$ cat src/rtl/pwm_dbuf_pkg.sv
package pwm_dbuf_pkg;

    localparam int ADDR_W = 2;

    typedef enum logic [ADDR_W-1:0] {
        REG_CTRL   = 2'd0,
        REG_PERIOD = 2'd1,
        REG_DUTY   = 2'd2,
        REG_SHADOW = 2'd3
    } reg_addr_e;

    // control register field positions
    localparam int CTL_SEL_LSB = 0;
    localparam int CTL_EN_BIT  = 2;
    localparam int CTL_LO_LSB  = 4;

endpackage

$ cat src/rtl/pwm_regs.sv
module pwm_regs
    import pwm_dbuf_pkg::*;
#(
    parameter int TMR_W  = 8,
    parameter int FINE_W = 2,
    parameter int SEL_W  = 2
) (
    input  logic                      clk,
    input  logic                      rst_n,
    input  logic                      bus_wr,
    input  logic [ADDR_W-1:0]         bus_addr,
    input  logic [TMR_W-1:0]          bus_wdata,
    output logic [TMR_W-1:0]          bus_rdata,
    input  logic [TMR_W-1:0]          shadow_hi,
    output logic [TMR_W-1:0]          period,
    output logic [TMR_W+FINE_W-1:0]   duty_stage,
    output logic [SEL_W-1:0]          psel,
    output logic                      en
);

    typedef struct packed {
        logic [TMR_W-1:0]  period;
        logic [TMR_W-1:0]  duty_hi;
        logic [FINE_W-1:0] duty_lo;
        logic [SEL_W-1:0]  psel;
        logic              en;
    } reg_state_t;

    reg_state_t st_q, st_d;

    always_comb begin
        st_d = st_q;
        if (bus_wr) begin
            unique case (bus_addr)
                REG_CTRL: begin
                    st_d.psel    = bus_wdata[CTL_SEL_LSB +: SEL_W];
                    st_d.en      = bus_wdata[CTL_EN_BIT];
                    st_d.duty_lo = bus_wdata[CTL_LO_LSB +: FINE_W];
                end
                REG_PERIOD: st_d.period  = bus_wdata;
                REG_DUTY:   st_d.duty_hi = bus_wdata;
                default: ;  // shadow address: read-only
            endcase
        end
    end

    always_ff @(posedge clk or negedge rst_n) begin
        if (!rst_n) begin
            st_q        <= '0;
            st_q.period <= '1;
        end else begin
            st_q <= st_d;
        end
    end

    always_comb begin
        bus_rdata = '0;
        unique case (bus_addr)
            REG_CTRL: begin
                bus_rdata[CTL_SEL_LSB +: SEL_W]  = st_q.psel;
                bus_rdata[CTL_EN_BIT]            = st_q.en;
                bus_rdata[CTL_LO_LSB +: FINE_W]  = st_q.duty_lo;
            end
            REG_PERIOD: bus_rdata = st_q.period;
            REG_DUTY:   bus_rdata = st_q.duty_hi;
            default:    bus_rdata = shadow_hi;
        endcase
    end

    assign period     = st_q.period;
    assign duty_stage = {st_q.duty_hi, st_q.duty_lo};
    assign psel       = st_q.psel;
    assign en         = st_q.en;

    assert_shadow_wr_ignored_R10: assert property (@(posedge clk) disable iff (!rst_n)
        (bus_wr && bus_addr == REG_SHADOW) |=> ($stable(period) && $stable(duty_stage)
                                                && $stable(psel) && $stable(en)));

endmodule

$ cat src/rtl/pwm_prescale.sv
module pwm_prescale #(
    parameter int FINE_W = 2,
    parameter int LEVELS = 3,
    parameter int SEL_W  = 2
) (
    input  logic              clk,
    input  logic              rst_n,
    input  logic              en,
    input  logic [SEL_W-1:0]  psel,
    output logic              step,
    output logic [FINE_W-1:0] fine_nx
);

    localparam int DIV_W = FINE_W * LEVELS;
    localparam logic [SEL_W-1:0] LAST_LVL = SEL_W'(LEVELS - 1);

    typedef struct packed {
        logic [DIV_W-1:0] div;
    } pre_state_t;

    pre_state_t st_q, st_d;

    logic [SEL_W-1:0]  lvl;
    logic [DIV_W-1:0]  lim_tab  [LEVELS];
    logic [FINE_W-1:0] fine_tab [LEVELS];

    // level g: one timer step every 2^(FINE_W*(g+1)) clocks,
    // fine count is the top FINE_W bits of the active divider window
    for (genvar g = 0; g < LEVELS; g++) begin : g_level
        assign lim_tab[g]  = DIV_W'((64'd1 << (FINE_W * (g + 1))) - 64'd1);
        assign fine_tab[g] = st_d.div[FINE_W*g +: FINE_W];
    end

    always_comb begin
        lvl  = (psel > LAST_LVL) ? LAST_LVL : psel;
        st_d = st_q;
        step = 1'b0;
        if (!en) begin
            st_d.div = '0;
        end else if (st_q.div >= lim_tab[lvl]) begin
            st_d.div = '0;
            step     = 1'b1;
        end else begin
            st_d.div = st_q.div + 1'b1;
        end
    end

    assign fine_nx = fine_tab[lvl];

    always_ff @(posedge clk or negedge rst_n) begin
        if (!rst_n) st_q <= '0;
        else        st_q <= st_d;
    end

    assert_div_cleared_R9: assert property (@(posedge clk) disable iff (!rst_n)
        !en |=> (st_q.div == '0));

endmodule

$ cat src/rtl/pwm_core.sv
module pwm_core #(
    parameter int TMR_W  = 8,
    parameter int FINE_W = 2
) (
    input  logic                     clk,
    input  logic                     rst_n,
    input  logic                     en,
    input  logic                     step,
    input  logic [FINE_W-1:0]        fine_nx,
    input  logic [TMR_W-1:0]         period,
    input  logic [TMR_W+FINE_W-1:0]  duty_stage,
    output logic [TMR_W-1:0]         shadow_hi,
    output logic                     pwm_out,
    output logic                     period_pulse
);

    localparam int DUTY_W = TMR_W + FINE_W;

    typedef struct packed {
        logic [TMR_W-1:0]  tmr;
        logic [DUTY_W-1:0] shadow;
        logic              out;
        logic              tick;
    } core_state_t;

    core_state_t st_q, st_d;
    logic        reload;

    always_comb begin
        st_d      = st_q;
        reload    = en && step && (st_q.tmr == period);
        st_d.tick = reload;
        if (!en) begin
            st_d.out = 1'b0;
        end else begin
            if (reload) begin
                st_d.tmr    = '0;
                st_d.shadow = duty_stage;
                st_d.out    = 1'b1;
            end else if (step) begin
                st_d.tmr = st_q.tmr + 1'b1;
            end
            // clear wins over a same-cycle restart (zero duty)
            if ({st_d.tmr, fine_nx} == st_d.shadow) st_d.out = 1'b0;
        end
    end

    always_ff @(posedge clk or negedge rst_n) begin
        if (!rst_n) st_q <= '0;
        else        st_q <= st_d;
    end

    assign shadow_hi    = st_q.shadow[DUTY_W-1 -: TMR_W];
    assign pwm_out      = st_q.out;
    assign period_pulse = st_q.tick;

    assert_pulse_single_R3: assert property (@(posedge clk) disable iff (!rst_n)
        period_pulse |=> !period_pulse);

    assert_low_when_off_R9: assert property (@(posedge clk) disable iff (!rst_n)
        !en |=> (!pwm_out && !period_pulse));

    assert_rise_at_start_R11: assert property (@(posedge clk) disable iff (!rst_n)
        $rose(pwm_out) |-> period_pulse);

    assert_shadow_hold_R5: assert property (@(posedge clk) disable iff (!rst_n)
        !period_pulse |-> $stable(st_q.shadow));

    assert_zero_duty_low_R6: assert property (@(posedge clk) disable iff (!rst_n)
        (period_pulse && st_q.shadow == '0) |-> !pwm_out);

endmodule

$ cat src/rtl/pwm_dbuf_top.sv
module pwm_dbuf_top
    import pwm_dbuf_pkg::*;
#(
    parameter int TMR_W  = 8,
    parameter int FINE_W = 2,
    parameter int LEVELS = 3,
    parameter int SEL_W  = 2
) (
    input  logic              clk,
    input  logic              rst_n,
    input  logic              bus_wr,
    input  logic [ADDR_W-1:0] bus_addr,
    input  logic [TMR_W-1:0]  bus_wdata,
    output logic [TMR_W-1:0]  bus_rdata,
    output logic              pwm_out,
    output logic              period_pulse
);

    localparam int DUTY_W = TMR_W + FINE_W;

    logic [TMR_W-1:0]  period_w;
    logic [DUTY_W-1:0] duty_stage_w;
    logic [SEL_W-1:0]  psel_w;
    logic              en_w;
    logic              step_w;
    logic [FINE_W-1:0] fine_w;
    logic [TMR_W-1:0]  shadow_hi_w;

    pwm_regs #(.TMR_W(TMR_W), .FINE_W(FINE_W), .SEL_W(SEL_W)) i_regs (
        .clk        (clk),
        .rst_n      (rst_n),
        .bus_wr     (bus_wr),
        .bus_addr   (bus_addr),
        .bus_wdata  (bus_wdata),
        .bus_rdata  (bus_rdata),
        .shadow_hi  (shadow_hi_w),
        .period     (period_w),
        .duty_stage (duty_stage_w),
        .psel       (psel_w),
        .en         (en_w)
    );

    pwm_prescale #(.FINE_W(FINE_W), .LEVELS(LEVELS), .SEL_W(SEL_W)) i_prescale (
        .clk     (clk),
        .rst_n   (rst_n),
        .en      (en_w),
        .psel    (psel_w),
        .step    (step_w),
        .fine_nx (fine_w)
    );

    pwm_core #(.TMR_W(TMR_W), .FINE_W(FINE_W)) i_core (
        .clk          (clk),
        .rst_n        (rst_n),
        .en           (en_w),
        .step         (step_w),
        .fine_nx      (fine_w),
        .period       (period_w),
        .duty_stage   (duty_stage_w),
        .shadow_hi    (shadow_hi_w),
        .pwm_out      (pwm_out),
        .period_pulse (period_pulse)
    );

endmodule

$ cat config.mk
export PLATFORM = sky130hd
export DESIGN_NAME = pwm_dbuf_top
export DESIGN_NICKNAME = d
export VERILOG_FILES = /design/src/rtl/pwm_dbuf_pkg.sv /design/src/rtl/pwm_regs.sv /design/src/rtl/pwm_prescale.sv /design/src/rtl/pwm_core.sv /design/src/rtl/pwm_dbuf_top.sv
export SDC_FILE = /design/constraint.sdc
export NUM_CORES = 1
export LEC_CHECK = 0
export ABC_AREA = 1
export ABC_CLOCK_PERIOD_IN_PS = 5540
export BUFFER_PORTS_ARGS = -buffer_cell sky130_fd_sc_hd__buf_2
export CAP_MARGIN = 20
export CORE_ASPECT_RATIO = 0.8
export CORE_MARGIN = 2
export CORE_UTILIZATION = 65
export CTS_BUF_LIST = sky130_fd_sc_hd__clkbuf_4 sky130_fd_sc_hd__clkbuf_8 sky130_fd_sc_hd__clkbuf_16
export CTS_CLUSTER_SIZE = 40
export DETAILED_ROUTE_END_ITERATION = 10
export PLACE_DENSITY = 0.94
export SLEW_MARGIN = 20
export SYNTH_ARGS = -nofsm -noshare
export SYNTH_HDL_FRONTEND = slang
export SYNTH_HIERARCHICAL = 1
export SYNTH_SLANG_ARGS = --single-unit
$ cat constraint.sdc
create_clock -name clk -period 5.54 [get_ports clk]
set_input_delay 0.831 -clock clk [delete_from_list [all_inputs] [get_ports clk]]
set_output_delay 0.831 -clock clk [all_outputs]
set_load 0.05 [all_outputs]
==> impl_results.md, run 1 <==
* Status: complete, no violations
* Post-placement cell area at 3193 µm²
* Per-instance average area after synthesis at 7.003 µm²
* CP Launch Point: i_regs/psel[1]
* Cell with the largest stage delay on the worst path: sky130_fd_sc_hd__dfrtp_1
* R2r endpoint: i_core/pwm_out
* CTS Buf Count at 5
* Cell types with the highest counts after synthesis: 187 x sky130_fd_sc_hd__nand2_1, 47 x sky130_fd_sc_hd__inv_1, 44 x sky130_fd_sc_hd__nand3_1
* Combined area of all synthesized cells at 3109 µm²
* Sequential Area at 1186 µm²
* Crit start category: flip-flop
* Synthesis-stage register bit count at 47
* Most common cell type on the critical path: sky130_fd_sc_hd__nand2_1
* Met3 GRT Util at 0.05738
* GR Util met2 at 0.4662
* Final Skew at 8.231 ps
* Transition at the pin with the smallest max-transition slack at 724.0 ps
* Worst-skew pair later-pin latency at 300 ps
* Simple-gate share of the synthesized area at 0.4543
* Count of endpoints failing hold in the final timing report at 0
* Aggregate negative setup slack at 0 ps
* Worst R2R Path Depth at 18
* Register-to-register setup slack at 2110 ps
* Largest family of logic cells by synthesized area: simple AND/OR/NAND/NOR gates
* Async S/R FF share, synth at 1.000
* Worst hold path depth at 2
* Met1 Usage GRT at 0.4580
* Post-CTS repair timing setup buffer count at 0
* Crit path DAT at 3630 ps
* Leakage Power at 1.849 nW
* Kind of end point of the critical path: flip-flop
* Final Critical Period at 3429 ps
* Cell at the root of the clock tree: sky130_fd_sc_hd__clkbuf_8
* Worst hold margin at 505.9 ps
* Total routed wirelength at 7.407 mm
* Global-route wire length before repair at 12.59 mm
* Xor and xnor area share after synthesis at 0.008451
* Yosys top cell area share at 0.3139
* Largest net degree at the start of global routing at 48
* Global-route total usage across every layer at 0.3118
* Number of synthesized flops with an enable pin at 0
* Number of top-level pins at 23
* Launching point of the worst reg2reg path: i_regs/psel[1]
* Maximum count of clock buffers along a single path at 2
* Maximum capacitance violations at 0
* Highest-utilization routing layer at the global route stage: met2
* Layout area overhead at 6.117%
* Avg WL per Cell at 14.27 µm
* Critical path buffer and inverter count at 2
* Initial antenna violation count at 0
* CP top delay family: simple AND/OR/NAND/NOR gates
* Setup repair after global routing missed its margin: false
* Number of filler cells placed in the layout at 346
* Area enclosed by the die boundary at 5356 µm²
* Nets at 476
* Hpwl dp at 5.459 mm
* Number of instances resized during post-cts repair at 0
* Number of distinct standard cells referenced by the synthesized netlist at 33
* Last weighted congestion value of the routability-driven placer at 0.9882
* Achievable clock frequency at 291.6 MHz
* Critical path cell sequence: inv_1 > ha_1 > nand2_1 > o21a_2 > a21oi_1 > nand2_2 > a21oi_2 > nand3_2 > nor2_4 > nand2_4 > nand2_1 > nand3_1 > nand2_1 > nand2_1 > nor2_1 > nand3_1 > nand2_1 > inv_1
* Max-slew headroom at the worst pin at 0.5155
* Most used flip-flop cell after synthesis: sky130_fd_sc_hd__dfrtp_1
* Worst min path class: reg2reg
* Hold wc startpoint: i_core/st_q[3]
* Area leader, netlist: sky130_fd_sc_hd__dfrtp_1
* ANT cells at 0
* Complex-gate fraction of the synthesized area at 0.03662
* Cell area after layout at 3299 µm²
* H-Tree Depth at 2
* Area of the multi-input gates at 1615 µm²
* Largest vdd supply drop at 226.0 µV
* Required @ worst endpoint at 5750 ps
* Post-Place Worst Slack at 2221 ps
* Total power divided by cell area at 252.3 nW/µm²
* Ranking of synthesized cells by area: sky130_fd_sc_hd__dfrtp_1 31%, sky130_fd_sc_hd__nand2_1 23%, sky130_fd_sc_hd__nand3_1 7.1%, sky130_fd_sc_hd__dfstp_2 6.8%, sky130_fd_sc_hd__inv_1 5.7%
* Detail Route Antenna Nets at 0
* Worst-case hold path end point: i_core/st_q[3]
* Standard-cell row count at 22
* Via count of the first global-routing pass at 2,751
* Placeable core area at 4597 µm²
* Post-layout total power at 0.8325 mW
* Yosys synthesis warning count at 6
* TritonCTS clock tree: built
* Kind of critical path: reg2reg
* Critical Path Max Stage Delay at 530 ps
* Detailed-route via count at 2,979
* Final-report max-slew violation count at 0
* Fin crit share at 0.6190
* Die outline width at 81.33 µm
* Mux share of post-synthesis cell area at 0
* Clock slew at the register clock pins of the worst setup and hold paths at 90 ps
* Iter 0 DRT Violations at 387
* Seq/Total Area, Yosys at 0.3815
* Overflow left after global routing at 0
* I/O Buffers at 22
* Finish-stage setup viols at 0
* Synth Area in Adders at 0.02012
* Total clock sinks at 47
* Average via count per standard cell at 5.740
* Dominant cell by count in the synthesized netlist: sky130_fd_sc_hd__nand2_1
* Least setup slack across all paths after layout at 2111 ps
* Fraction of layout instances using a drive strength above 1 at 0.1656
* Worst Path Max Fanout at 15
* Die extent in y at 65.86 µm
* Mapped Nets at 462
* Synthesized netlist cell count at 444
* Detailed-router iteration count before antenna repair at 5
* Initial core utilization at 0.6764
* Cts-stage hold buffer count at 0
* Drt drc at 0
[worst min-delay path: cells and delay by family (launching register included)]
kind,cells,cell delay [ps]
flops,1,330
simple gates,2,140
[where the power goes]
part	switching [mW]	total (mW)	internal [mW]
Clock	0.116	0.229	0.114
Sequential	0.0449	0.424	0.379
Combinational	0.128	0.180	0.0516
Total	0.289	0.833	0.544
[per-stage QoR]
step / instances / utilization
2_1_floorplan: 444 / -
3_3_place_gp: 511 / 0.6946
3_5_place_dp: 511 / 0.6946
4_1_cts: 519 / 0.7172
5_1_grt: 519 / 0.7177
6_report: 519 / 0.7177
[layout by cell type (no fill, tap or decap), drive strengths merged, types with 7 or more instances in the layout]
cell type / instances
nand3: 47
nand2: 198
dfstp: 8
nand4: 15
dfrtp: 39
o21ai: 15
nor2: 28
clkbuf: 7
buf: 22
inv: 55
[final cells by class]
| class | count | area share |
|---|---|---|
| clock buffers | 7 | 0.02920 |
| clock inverters | 1 | 0.002275 |
| inverters | 55 | 0.06257 |
| multi-input cells | 327 | 0.4896 |
| flip-flops and latches | 47 | 0.3595 |
| well taps | 60 | 0.02275 |
| repair buffers | 22 | 0.03413 |
[flip-flops by register name (all words and copies together) (netlist names)]
name / cells
i_prescale/st_q: 6
i_core/period_pulse: 1
i_core/st_q: 10
i_core/pwm_out: 1
i_regs/duty_stage: 10
i_regs/period: 8
i_regs/psel: 2
i_core/shadow_hi: 8
i_regs/en: 1
[how the worst max path moves through the flow]
stage                     end  slack (ps)  depth (start not counted)
6_report       i_core/pwm_out        2110                         18
5_1_grt        i_core/pwm_out        1920                         19
4_1_cts        i_core/pwm_out        2170                         18
3_5_place_dp   i_core/pwm_out        2220                         18
3_3_place_gp   i_core/pwm_out        2340                         18
2_1_floorplan  i_core/pwm_out        2720                         19
[layer usage]
layer,share of wire,routed length [µm],up-vias
li1,-,-,1424
met3,0.11,793,17
met5,0,0,-
met2,0.43,3217,146
met4,0.017,129,0
met1,0.44,3266,1392
[cell families after synthesis]
family	after synthesis
adder cells (fa/ha/maj)	5
flip-flops	47
AND/OR/NAND/NOR	299
buffers and inverters	70
XOR/XNOR	3
AO/OA/AOI/OAI	20
No activity file was read; power rests on OpenSTA's default activity.
==> inputs of run 2 (changes only) <==
--- a/config.mk
+++ b/config.mk
@@ -6,16 +6,16 @@
 export NUM_CORES = 1
 export LEC_CHECK = 0
 export ABC_AREA = 1
-export ABC_CLOCK_PERIOD_IN_PS = 5540
+export ABC_CLOCK_PERIOD_IN_PS = 2800
 export BUFFER_PORTS_ARGS = -buffer_cell sky130_fd_sc_hd__buf_2
 export CAP_MARGIN = 20
 export CORE_ASPECT_RATIO = 0.8
 export CORE_MARGIN = 2
-export CORE_UTILIZATION = 65
+export CORE_UTILIZATION = 55
 export CTS_BUF_LIST = sky130_fd_sc_hd__clkbuf_4 sky130_fd_sc_hd__clkbuf_8 sky130_fd_sc_hd__clkbuf_16
 export CTS_CLUSTER_SIZE = 40
 export DETAILED_ROUTE_END_ITERATION = 10
-export PLACE_DENSITY = 0.94
+export PLACE_DENSITY = 0.86
 export SLEW_MARGIN = 20
 export SYNTH_ARGS = -nofsm -noshare
 export SYNTH_HDL_FRONTEND = slang
==> constraint.sdc (replaced) <==
create_clock -name clk -period 2.8 [get_ports clk]
set_input_delay 0.42 -clock clk [delete_from_list [all_inputs] [get_ports clk]]
set_output_delay 0.42 -clock clk [all_outputs]
set_load 0.05 [all_outputs]
==> impl_results.md, run 2 (same netlist as run 1, synthesis figures left out) <==
* CTS Buf Count at 5
* Worst min path class: in2async
* Largest net degree at the start of global routing at 48
* Largest vdd supply drop at 379.3 µV
* Via count of the first global-routing pass at 2,864
* Kind of critical path: reg2reg
* Maximum count of clock buffers along a single path at 2
* Achievable clock frequency at 373.9 MHz
* Top library cells by usage in the layout, fill and taps aside: 179 x sky130_fd_sc_hd__nand2_1, 44 x sky130_fd_sc_hd__inv_1, 43 x sky130_fd_sc_hd__nand3_1, 39 x sky130_fd_sc_hd__dfrtp_1, 21 x sky130_fd_sc_hd__buf_2
* Detailed-route via count at 3,100
* Total power divided by cell area at 495.3 nW/µm²
* Post-placement cell area at 3302 µm²
* Number of filler cells placed in the layout at 465
* Clock slew at the register clock pins of the worst setup and hold paths at 90 ps
* Crit start category: flip-flop
* Fin crit share at 0.9551
* Max-slew headroom at the worst pin at 0.5560
* H-Tree Depth at 2
* Global-route wire length before repair at 13.52 mm
* Non-filler instance count after layout at 558
* Worst Path Max Fanout at 5
* Average via count per standard cell at 5.556
* Die extent in y at 71.25 µm
* Final Critical Period at 2674 ps
* Area enclosed by the die boundary at 6274 µm²
* Most common cell after layout, fill and taps aside: sky130_fd_sc_hd__nand2_1
* Last weighted congestion value of the routability-driven placer at 0.9972
* Crit path DAT at 2880 ps
* Total routed wirelength at 8.405 mm
* Die outline width at 88.06 µm
* Share of the core filled with cells at 0.6559
* Initial core utilization at 0.5689
* Hpwl dp at 5.861 mm
* I/O Buffers at 22
* Detail Route Antenna Nets at 0
* Cell total after placement at 540
* Total clock sinks at 47
* Avg WL per Cell at 15.06 µm
* ANT cells at 0
* Leakage Power at 1.961 nW
* Layout area overhead at 15.29%
* Finish-stage setup viols at 0
* Maximum capacitance violations at 0
* Transition at the pin with the smallest max-transition slack at 663.5 ps
* Detailed-router iteration count before antenna repair at 5
* Global-route total usage across every layer at 0.2744
* Aggregate negative setup slack at 0 ps
* Nets at 497
* Status: complete, no violations
* Sequential Area at 1186 µm²
* Fraction of layout instances using a drive strength above 1 at 0.2375
* Final Skew at 5.811 ps
* Required @ worst endpoint at 3010 ps
* Drt drc at 0
* Cts-stage hold buffer count at 0
* Overflow left after global routing at 0
* Cell at the root of the clock tree: sky130_fd_sc_hd__clkbuf_8
* Count of endpoints failing hold in the final timing report at 0
* Initial antenna violation count at 0
* Placeable core area at 5465 µm²
* Kind of end point of the critical path: flip-flop
* Area of the multi-input gates at 1688 µm²
* Number of top-level pins at 23
* Final-report max-slew violation count at 0
* Standard-cell row count at 24
* TritonCTS clock tree: built
* Worst-skew pair later-pin latency at 310 ps
* Cell area after layout at 3585 µm²
* Worst hold margin at 106.8 ps
* Iter 0 DRT Violations at 326
[run 2: power by group]
group / switching [mW] / internal (mW) / total, mW / leakage [nW]
Combinational: 0.284 / 0.123 / 0.407 / 1.29
Sequential: 0.0792 / 0.749 / 0.828 / 0.608
Clock: 0.246 / 0.294 / 0.540 / 0.0618
Total: 0.609 / 1.17 / 1.78 / 1.96
[run 2: metal layers]
| layer | wire length [µm] | vias up | global-route usage |
|---|---|---|---|
| li1 | - | 1455 | - |
| met1 | 3598 | 1447 | 0.4092 |
| met2 | 3891 | 169 | 0.4167 |
| met3 | 724 | 29 | 0.04378 |
| met4 | 190 | 0 | 0.08081 |
| met5 | 0 | - | 0 |
[run 2: timing repair]
item	CTS	global route
setup buffers	0	10
resized for setup	0	24
setup endpoints to repair	0	1
[run 2: worst paths after layout]
kind	start	endpoint	slack [ps]	depth (start not counted)
min reg2reg	i_regs/period[5]	i_regs/period[5]	510	2
max in group asynchronous	rst_n	i_core/shadow_hi[3]	2290	1
max	i_regs/psel[1]	i_core/pwm_out	130	22
min	rst_n	i_core/st_q[14]	110	1
min in group clk	bus_wdata[7]	i_regs/period[7]	310	3
max reg2reg	i_regs/psel[1]	i_core/pwm_out	130	22
[run 2: area by class of cell]
type | count | area share
clock inverter | 2 | 0.01082
timing repair buffer | 43 | 0.07958
clock buffer | 6 | 0.02304
sequential | 47 | 0.3309
inverter | 55 | 0.05759
tap | 78 | 0.02723
multi-input combinational | 327 | 0.4709
[run 2: worst max-delay path, cell delays in order, from the launching register on]
cell,delay [ps]
sky130_fd_sc_hd__dfrtp_1,420
sky130_fd_sc_hd__buf_6,140
sky130_fd_sc_hd__nor2_4,150
sky130_fd_sc_hd__nand2_2,70
sky130_fd_sc_hd__nand2_2,90
sky130_fd_sc_hd__nand4_4,110
sky130_fd_sc_hd__a21oi_4,180
sky130_fd_sc_hd__nand2_2,100
sky130_fd_sc_hd__inv_2,60
sky130_fd_sc_hd__nand2_1,50
sky130_fd_sc_hd__nor2_2,140
sky130_fd_sc_hd__nand3_2,140
sky130_fd_sc_hd__nor2_8,190
sky130_fd_sc_hd__buf_6,120
sky130_fd_sc_hd__nand2_1,90
sky130_fd_sc_hd__nand2_2,90
sky130_fd_sc_hd__nand2_1,50
sky130_fd_sc_hd__nand2_1,50
sky130_fd_sc_hd__nand2_1,50
sky130_fd_sc_hd__nor2_1,100
sky130_fd_sc_hd__nand3_1,80
sky130_fd_sc_hd__nand2_1,60
sky130_fd_sc_hd__inv_1,30
[run 2: through the flow]
| step | worst slack, ps | power [mW] |
|---|---|---|
| 6_report | 125.7 | 1.776 |
| 3_5_place_dp | 162.3 | 1.212 |
| 4_1_cts | 124.4 | 1.751 |
| 3_3_place_gp | 214.2 | 1.194 |
| 2_1_floorplan | 106.3 | 1.085 |
| 5_1_grt | -40.37 | 1.862 |
